**src/rtl/rst_src_pkg.sv**
```systemverilog
package rst_src_pkg;

  typedef enum logic [1:0] {
    SRC_NONE  = 2'd0,
    SRC_WDOG  = 2'd1,
    SRC_CODE  = 2'd2,
    SRC_AWAKE = 2'd3
  } src_e;

  localparam logic [1:0] SEL_OFF  = 2'b00;
  localparam logic [1:0] SEL_EXT  = 2'b10;
  localparam logic [1:0] SEL_WDOG = 2'b11;

  localparam logic [1:0] SVC_STEP1 = 2'b01;
  localparam logic [1:0] SVC_STEP2 = 2'b10;

  localparam int FLAG_W     = 3;
  localparam int FLAG_WDOG  = 0;
  localparam int FLAG_CODE  = 1;
  localparam int FLAG_AWAKE = 2;

endpackage

```
**src/rtl/rsg_wdog.sv**
```systemverilog
module rsg_wdog
  import rst_src_pkg::*;
#(
  parameter int PERIOD = 128000
) (
  input  logic       clk,
  input  logic       rst_n,
  input  logic       arm_start,
  input  logic       armed,
  input  logic       wr_en,
  input  logic [1:0] svc,
  output logic       expire
);

  localparam int CW = (PERIOD > 2) ? $clog2(PERIOD) : 1;
  localparam logic [CW-1:0] LAST = CW'(PERIOD - 1);

  typedef enum logic {SEQ_IDLE, SEQ_HALF} seq_e;

  logic [CW-1:0] cnt_q;
  seq_e          seq_q;
  logic          svc_done;

  assign svc_done = armed && wr_en && (seq_q == SEQ_HALF) && (svc == SVC_STEP2);
  assign expire   = armed && !svc_done && (cnt_q == LAST);

  always_ff @(posedge clk or negedge rst_n) begin
    if (!rst_n) begin
      cnt_q <= '0;
      seq_q <= SEQ_IDLE;
    end else if (arm_start) begin
      cnt_q <= '0;
      seq_q <= SEQ_IDLE;
    end else if (armed) begin
      if (svc_done || (cnt_q == LAST)) cnt_q <= '0;
      else                             cnt_q <= cnt_q + 1'b1;
      if (wr_en) seq_q <= (svc == SVC_STEP1) ? SEQ_HALF : SEQ_IDLE;
    end
  end

endmodule

```
**src/rtl/rsg_edge_det.sv**
```systemverilog
module rsg_edge_det #(
  parameter int CODE_W = 4
) (
  input  logic              clk,
  input  logic              rst_n,
  input  logic [CODE_W-1:0] code_in,
  input  logic              awake_in,
  input  logic              term_mode,
  output logic              code_chg,
  output logic              awake_rise
);

  logic              primed_q;
  logic [CODE_W-1:0] code_q;
  logic              awake_q;

  always_ff @(posedge clk or negedge rst_n) begin
    if (!rst_n) begin
      primed_q <= 1'b0;
      code_q   <= '0;
      awake_q  <= 1'b0;
    end else begin
      primed_q <= 1'b1;
      code_q   <= code_in;
      awake_q  <= awake_in;
    end
  end

  assign code_chg   = primed_q && (code_in != code_q);
  assign awake_rise = primed_q && term_mode && awake_in && !awake_q;

endmodule

```
**src/rtl/rsg_pulse.sv**
```systemverilog
module rsg_pulse
  import rst_src_pkg::*;
#(
  parameter int WD_PULSE  = 125,
  parameter int EXT_PULSE = 250
) (
  input  logic clk,
  input  logic rst_n,
  input  src_e trig,
  output logic active,
  output src_e done_src
);

  localparam int MAXW = (WD_PULSE > EXT_PULSE) ? WD_PULSE : EXT_PULSE;
  localparam int PW   = $clog2(MAXW + 1);

  logic [PW-1:0] pcnt_q;
  src_e          cur_q;
  logic          active_q;

  always_ff @(posedge clk or negedge rst_n) begin
    if (!rst_n) begin
      active_q <= 1'b0;
      pcnt_q   <= '0;
      cur_q    <= SRC_NONE;
    end else if (!active_q) begin
      if (trig != SRC_NONE) begin
        active_q <= 1'b1;
        cur_q    <= trig;
        pcnt_q   <= (trig == SRC_WDOG) ? PW'(WD_PULSE - 1) : PW'(EXT_PULSE - 1);
      end
    end else if (pcnt_q == '0) begin
      active_q <= 1'b0;
    end else begin
      pcnt_q <= pcnt_q - 1'b1;
    end
  end

  assign active   = active_q;
  assign done_src = (active_q && (pcnt_q == '0)) ? cur_q : SRC_NONE;

endmodule

```
**src/rtl/rst_src_gen.sv**
```systemverilog
module rst_src_gen
  import rst_src_pkg::*;
#(
  parameter int CODE_W    = 4,
  parameter int WD_PERIOD = 128000,
  parameter int WD_PULSE  = 125,
  parameter int EXT_PULSE = 250
) (
  input  logic              clk,
  input  logic              rst_n,
  input  logic              cfg_wr_en,
  input  logic [1:0]        cfg_sel,
  input  logic [1:0]        cfg_svc,
  input  logic              term_mode,
  input  logic              awake_in,
  input  logic [CODE_W-1:0] ci_code,
  input  logic              stat_rd,
  output logic              rst_pulse_o,
  output logic              irq_o,
  output logic [2:0]        stat_flags,
  output logic [1:0]        sel_state
);

  logic [1:0]        sel_q;
  logic              locked;
  logic              arm_start;
  logic              wd_expire;
  logic              code_chg;
  logic              awake_rise;
  src_e              trig;
  src_e              done_src;
  logic              pulse_active;
  logic [FLAG_W-1:0] set_mask;
  logic [FLAG_W-1:0] flags_q;

  assign locked    = (sel_q == SEL_WDOG);
  assign arm_start = cfg_wr_en && !locked && (cfg_sel == SEL_WDOG);

  always_ff @(posedge clk or negedge rst_n) begin
    if (!rst_n)                    sel_q <= SEL_OFF;
    else if (cfg_wr_en && !locked) sel_q <= cfg_sel;
  end

  rsg_wdog #(.PERIOD(WD_PERIOD)) wdog_i (
    .clk       (clk),
    .rst_n     (rst_n),
    .arm_start (arm_start),
    .armed     (locked),
    .wr_en     (cfg_wr_en),
    .svc       (cfg_svc),
    .expire    (wd_expire)
  );

  rsg_edge_det #(.CODE_W(CODE_W)) det_i (
    .clk        (clk),
    .rst_n      (rst_n),
    .code_in    (ci_code),
    .awake_in   (awake_in),
    .term_mode  (term_mode),
    .code_chg   (code_chg),
    .awake_rise (awake_rise)
  );

  always_comb begin
    trig = SRC_NONE;
    if (locked) begin
      if (wd_expire) trig = SRC_WDOG;
    end else if (sel_q == SEL_EXT) begin
      if (code_chg)        trig = SRC_CODE;
      else if (awake_rise) trig = SRC_AWAKE;
    end
  end

  rsg_pulse #(.WD_PULSE(WD_PULSE), .EXT_PULSE(EXT_PULSE)) pulse_i (
    .clk      (clk),
    .rst_n    (rst_n),
    .trig     (trig),
    .active   (pulse_active),
    .done_src (done_src)
  );

  always_comb begin
    set_mask = '0;
    case (done_src)
      SRC_WDOG:  set_mask[FLAG_WDOG]  = 1'b1;
      SRC_CODE:  set_mask[FLAG_CODE]  = 1'b1;
      SRC_AWAKE: set_mask[FLAG_AWAKE] = 1'b1;
      default:   set_mask = '0;
    endcase
  end

  always_ff @(posedge clk or negedge rst_n) begin
    if (!rst_n) flags_q <= '0;
    else        flags_q <= (stat_rd ? '0 : flags_q) | set_mask;
  end

  assign rst_pulse_o = pulse_active;
  assign stat_flags  = flags_q;
  assign irq_o       = |flags_q;
  assign sel_state   = sel_q;

endmodule

```
**config.mk**
```make
export PLATFORM = sky130hd
export DESIGN_NAME = rst_src_gen
export DESIGN_NICKNAME = d
export VERILOG_FILES = /design/src/rtl/rst_src_pkg.sv /design/src/rtl/rsg_wdog.sv /design/src/rtl/rsg_edge_det.sv /design/src/rtl/rsg_pulse.sv /design/src/rtl/rst_src_gen.sv
export SDC_FILE = /design/constraint.sdc
export NUM_CORES = 1
export LEC_CHECK = 0
export BUFFER_PORTS_ARGS = -buffer_cell sky130_fd_sc_hd__buf_2
export CORE_MARGIN = 2
export CORE_UTILIZATION = 63
export CTS_CLUSTER_SIZE = 30
export DETAILED_ROUTE_END_ITERATION = 10
export PLACE_DENSITY = 0.88
export SYNTH_ARGS = -nofsm -noshare
export SYNTH_HDL_FRONTEND = slang
export SYNTH_HIERARCHICAL = 1
export SYNTH_SLANG_ARGS = --single-unit
```
**constraint.sdc**
```tcl
create_clock -name clk -period 5 [get_ports clk]
set_input_delay 0.25 -clock clk [delete_from_list [all_inputs] [get_ports clk]]
set_output_delay 0.25 -clock clk [all_outputs]
set_load 0.005 [all_outputs]
```
* Yosys cells after proc, flatten, opt, wreduce, memory -nomap -nowiden
Cells that the tools add are included.
** Storage, ports and cells
- Register bits :: 40
- Input port bits :: 14
- Logic and storage cells :: 75
** Operators by class
- Add/sub/neg operators :: 2
- Equal/unequal tests :: 12
- Mux-type cells :: 24
- Bitwise logic cells :: 2
- Reductions and logical operators :: 25
** Operator list (number)
- two-way mux 17 bit :: 3
- two-way mux 8 bit :: 4
- adder 17 x 1 -> 17 bit (second input constant) :: 1
- equality test 17 bit (second input constant) :: 1
- equality test 2 bit (second input constant) :: 6
- logical AND 1 bit :: 12
- two-way mux 1 bit :: 11
- two-way mux 2 bit :: 5
- zero test 8 bit :: 1
- nonzero test 2 bit :: 4
- subtractor 8 x 1 -> 8 bit (second input constant) :: 1
- equality test 2 x 1 -> 1 bit (second input constant) :: 3
- AND reduction 2 bit :: 3
- != test 4 bit :: 1
- zero test 1 bit :: 3
- two-way mux 3 bit :: 1
- OR 3 bit :: 1
- OR reduction 3 bit :: 1
- != test 2 bit (second input constant) :: 1
- logical OR 1 bit :: 1
- NOT 1 bit :: 1

* Depth between registers and ports, before layout
- Depth after elaboration :: 13
- Mapped depth :: 9
- Gate-level depth less buffers :: 8

* Modules after synthesis
The synthesis kept the hierarchy.
** Modules (own cells, without submodules)
- rsg_wdog :: times used 1, cells an instance 119, area an instance 1118.6 um2, sequential area each 450.4 um2
- rsg_pulse :: times used 1, cells an instance 67, area an instance 620.6 um2, sequential area each 275.3 um2
- rst_src_gen :: times used 1, cells an instance 25, area an instance 244.0 um2, sequential area each 125.1 um2
- rsg_edge_det :: times used 1, cells an instance 13, area an instance 210.2 um2, sequential area each 150.1 um2

* Worst setup path before layout
OpenSTA, ideal clock, no wires.
- Path type :: register to register
- From :: register wdog_i.cnt_q[0]
- To :: register pulse_i.pcnt_q[1]
- Library setup time :: 0.079 ns
- Arrival :: 1.849 ns
- Data required time :: 4.921 ns
- Setup slack :: 3.071 ns
- Cell stages (with the launch flop) :: 10
- Path buffers :: 1
- Clock period less this slack :: 1.929 ns
- Cells stage by stage :: dfrtp_1 > ha_1 > and4_1 > nand4_4 > buf_2 > nor2b_1 > a21o_1 > o21bai_1 > nand2_1 > mux2i_1
** On the way
- Cells in the longest elaborated chain, start to end :: 7
** Ends and longest elaborated chain
- start: declaration :: RTL line rsg_wdog.sv:20 : logic [CW-1:0] cnt_q;
- start signal: assignment :: RTL line rsg_wdog.sv:36 : else cnt_q <= cnt_q + 1'b1;
- equality test 17 bit :: RTL line rsg_wdog.sv:25 : assign expire = armed && !svc_done && (cnt_q == LAST);
- logical AND 1 bit :: RTL line rsg_wdog.sv:25
- net wd_expire :: RTL line rst_src_gen.sv:27 : logic wd_expire;
- two-way mux 1 bit :: RTL line rst_src_gen.sv:67 : if (wd_expire) trig = SRC_WDOG;
- two-way mux 2 bit :: RTL line rst_src_gen.sv:66 : if (locked) begin
- net trig[0] :: RTL line rst_src_gen.sv:30 : src_e trig;
- nonzero test 2 bit :: RTL line rsg_pulse.sv:27 : if (trig != SRC_NONE) begin
- nonzero test 2 bit (no line)
- AND reduction 2 bit (no line)
- end signal: assignment :: RTL line rsg_pulse.sv:30 : pcnt_q <= (trig == SRC_WDOG) ? PW'(WD_PULSE - 1) : PW'(EXT_PULSE - 1);
- end signal: assignment :: RTL line rsg_pulse.sv:35 : pcnt_q <= pcnt_q - 1'b1;
- end: declaration :: RTL line rsg_pulse.sv:17 : logic [PW-1:0] pcnt_q;
The timed path passes the listed nets, and every way through them passes these cells.
A chain may end at the register's enable or synchronous reset.

* Worst setup path in the final report
- From :: register sel_q[0], in the netlist sel_state[0]
- To :: register wdog_i.cnt_q[15]
** RTL lines
- start: declaration :: RTL line rst_src_gen.sv:24 : logic [1:0] sel_q;
- start signal: assignment :: RTL line rst_src_gen.sv:41 : else if (cfg_wr_en && !locked) sel_q <= cfg_sel;
- equality test 2 bit (*) :: RTL line rst_src_gen.sv:36 : assign locked = (sel_q == SEL_WDOG);
- net locked :: RTL line rst_src_gen.sv:25 : logic locked;
- zero test 1 bit (*) :: RTL line rst_src_gen.sv:37 : assign arm_start = cfg_wr_en && !locked && (cfg_sel == SEL_WDOG);
- logical AND 1 bit (*) (2 in a row) :: RTL line rst_src_gen.sv:37
- net arm_start :: RTL line rst_src_gen.sv:26 : logic arm_start;
- two-way mux 17 bit or nonzero test 2 bit (tied branches)
Mark *: on every way through the listed nets, which the timed path passes. The rest lies on a longest branch. The select of a mux whose other input is x is not followed.

==> flow_summary.json <==
{
  "status": "complete, but fails checks",
  "violations": "negative hold slack",
  "port-buffer-count": 20,
  "wl_per_cell_um": 15.32,
  "grt_use_met1_pct": 31.43,
  "drv_slew": 0,
  "cp-start-kind": "flop",
  "power_uw": 783.5,
  "final_core_util_pct": 73.27,
  "first_pass_iters": 4,
  "worstPathRequired_ns": 5.26,
  "vias": 1816,
  "antenna_found_initial": 0,
  "num_io_pins": 21,
  "grt_pass1_vias": 1758,
  "worstPathArrival_ns": 2.70,
  "pwr-share-seq_pct": 51.5,
  "crit_buf_inv": 0,
  "grt_most_used_layer": "met2",
  "whs_ns": -0.01137,
  "gr-total-overflow": 0,
  "p_per_area_nw_per_um2": 320.5,
  "fmax_mhz": 410.1,
  "syn_avg_cell_area_um2": 9.792,
  "fin_tns_setup_ns": 0,
  "gr-usage-met3_pct": 5.405,
  "clkSlewWorstSetupHoldPaths_ns": 0.12,
  "grt_max_degree": 41,
  "critPathMaxStageDelay_ns": 0.58,
  "ys_seq_area_share_pct": 45.64,
  "internal_power_uw": 554.0,
  "area_growth_syn_to_layout_pct": 11.47,
  "hold_viol": 8,
  "fin_ws_ns": 2.561,
  "synth_area_um2": 2193,
  "dp_slack_ns": 2.629,
  "ys_seq_elements": 40,
  "r2r_slack_ns": 2.56,
  "track_usage_pct": 25.59,
  "cts_buffer_depth": 2,
  "cts_max_level": 2,
  "cpMaxStageDelayCell": "o211ai_1",
  "grt_pass1_wl_um": 7900,
  "drive_gt1_share_pct": 14.57,
  "worst_pin_slew_ns": 0.8724,
  "use_met2_pct": 43.35,
  "cts-root-buf": "clkbuf_4",
  "setup_violations": 0,
  "cts_tree": "yes",
  "ys_async_sr_fraction_pct": 100.0,
  "leakagePower_uw": 0.001054,
  "crit_family": "compound AO/OA/AOI/OAI gates",
  "min_period_over_period_pct": 48.77,
  "p_sw_uw": 229.5,
  "fillers": 240,
  "skew_ns": 0.009668,
  "drc": 0,
  "ir_drop_mv": 0.2161,
  "hold_path.class": "input pin to async pin",
  "insertion_delay_ns": 0.36,
  "rsz0062_at_grt": "false",
  "diodes": 0,
  "syn_nets": 241,
  "post_cts_buffers": 0,
  "die_area_um2": 3970,
  "wl_um": 4489,
  "crit_path_end_kind": "flop",
  "place_hpwl_um": 2989,
  "path_cells": "and2_1 -> nor2_1 -> o211ai_1 -> nor4_2 -> a31o_2 -> a211oi_1",
  "numCtsBuffers": 5,
  "rows": 21,
  "p_clk_share_pct": 30.6,
  "cp_max_fo": 18,
  "ant_nets": 0,
  "slew-limit-headroom_pct": 41.84,
  "p_comb_share_pct": 17.9,
  "switching_share_pct": 29.29,
  "crit_type": "flop to flop",
  "nets": 263,
  "fin_crit_ns": 2.439,
  "first_iter_violations": 111,
  "vias_per_cell": 6.198,
  "dieHeight_um": 63.01,
  "die_w_um": 63.01,
  "place_congestion": 0.8939,
  "clkSinkCount": 40,
  "initial_core_util_pct": 65.73,
  "ys_warn_count": 6,
  "synthCells": 224,
  "max_cap_viol_count": 0,
  "core_um2": 3337,
  "synth_edf_count": 0,
  "synthFlopType": "dfrtp_1",
  "ys_types": 52
}
==> state kept, by name, summed over array words and instances, names as in the netlist <==
| register | count |
|---|---|
| wdog_i/cnt_q | 17 |
| det_i/primed_q | 1 |
| pulse_i/pcnt_q | 8 |
| sel_state | 2 |
| det_i/code_q | 4 |
| stat_flags | 3 |
| pulse_i/active | 1 |
| pulse_i/cur_q | 2 |
| det_i/awake_q | 1 |
| wdog_i/seq_q | 1 |
==> logic make-up (layout without fill, tap and decap cells) <==
| family | count (synthesis) | after routing | share of synthesized area [%] |
|---|---|---|---|
| multiplexers | 3 | 3 | 1.369 |
| other | 1 | 1 | 0.1710 |
| AO/OA/AOI/OAI | 41 | 41 | 13.06 |
| adder cells (fa/ha/maj) | 3 | 3 | 1.712 |
| XOR/XNOR | 10 | 10 | 3.993 |
| flip-flops | 40 | 40 | 45.64 |
| AND/OR/NAND/NOR | 105 | 105 | 30.23 |
| buffers and inverters | 21 | 44 | 3.822 |
==> cell usage in the layout (no fill, tap or decap), types with 3 or more instances in the layout <==
| cell | n |
|---|---|
| o211ai_1 | 5 |
| xor2_1 | 4 |
| and3_1 | 3 |
| nor3_1 | 10 |
| nand2_1 | 12 |
| or4_1 | 4 |
| clkbuf_4 | 5 |
| nor2b_1 | 3 |
| a31oi_1 | 8 |
| o21ai_0 | 3 |
| a21oi_1 | 5 |
| nand4_1 | 10 |
| dlygate4sd3_1 | 3 |
| ha_1 | 3 |
| nor2_1 | 11 |
| mux2i_1 | 3 |
| o22ai_1 | 3 |
| nand2b_1 | 11 |
| nand3_1 | 16 |
| dfrtp_1 | 40 |
| xnor2_1 | 6 |
| inv_1 | 12 |
| nand4bb_1 | 3 |
| buf_2 | 20 |
==> per-stage QoR <==
| stage | std cells | hold WS, ns | cell area, um^2 |
|---|---|---|---|
| final | 293 | -0.01137 | 2445 |
| after global routing | 293 | 0.003866 | 2445 |
| after CTS | 290 | 0.004458 | 2415 |
| after detailed placement | 282 | 0.3878 | 2320 |
| after global placement | 282 | 0.3730 | 2320 |
| after floorplan | 224 | -0.04559 | 2193 |
==> layer usage <==
layer  up-vias  wire length [um]
met1       883              1967
met3         6               176
met4         0                76
li1        883                 -
met2        44              2269
met5         -                 0
==> area by class of cell <==
class,count,area (um^2),area share [%]
Tap cell,46,57.56,2.354
Inverter,12,45.04,1.842
Clock buffer,7,65.06,2.661
Multi-Input combinational cell,163,1109,45.34
Sequential cell,40,1001,40.94
Timing Repair Buffer,24,137.6,5.629
Clock inverter,1,30.03,1.228
==> final timing paths <==
kind | start | to | depth (start not counted)
min in group clk | ci_code[2] | det_i/code_q[2] | 1
hold reg to reg | pulse_i/cur_q[1] | pulse_i/cur_q[1] | 2
hold / removal | rst_n | sel_state[0] | 1
setup / recovery | sel_state[0] | wdog_i/cnt_q[15] | 6
setup reg to reg | sel_state[0] | wdog_i/cnt_q[15] | 6
max in group asynchronous | rst_n | stat_flags[1] | 1
==> repair_timing <==
action | in CTS | in global routing
endpoints found under the hold margin | 0 | 3
hold buffers | 0 | 3
gates resized for setup | 0 | 0
==> power groups by stage <==
stage	sequential, uW	combinational [uW]	clock [uW]
CTS	401	138	245
detailed placement	407	137	0
global route	410	157	256
floorplan	396	102	0
global placement	403	132	0
finish	403	141	240
==> synth_stat cells (4+ instances only) <==
master	count	area, um^2
a21oi_1	5	25.02
a31oi_1	8	50.05
buf_2	4	20.02
clkbuf_1	5	18.77
dfrtp_1	40	1001
inv_1	12	45.04
nand2_1	12	45.04
nand2b_1	11	68.82
nand3_1	16	80.08
nand4_1	10	62.56
nor2_1	11	41.29
nor3_1	10	50.05
o211ai_1	5	37.54
or4_1	4	30.03
xnor2_1	6	52.55
xor2_1	4	35.03
Note: power is estimated with default switching activity, not from simulation.
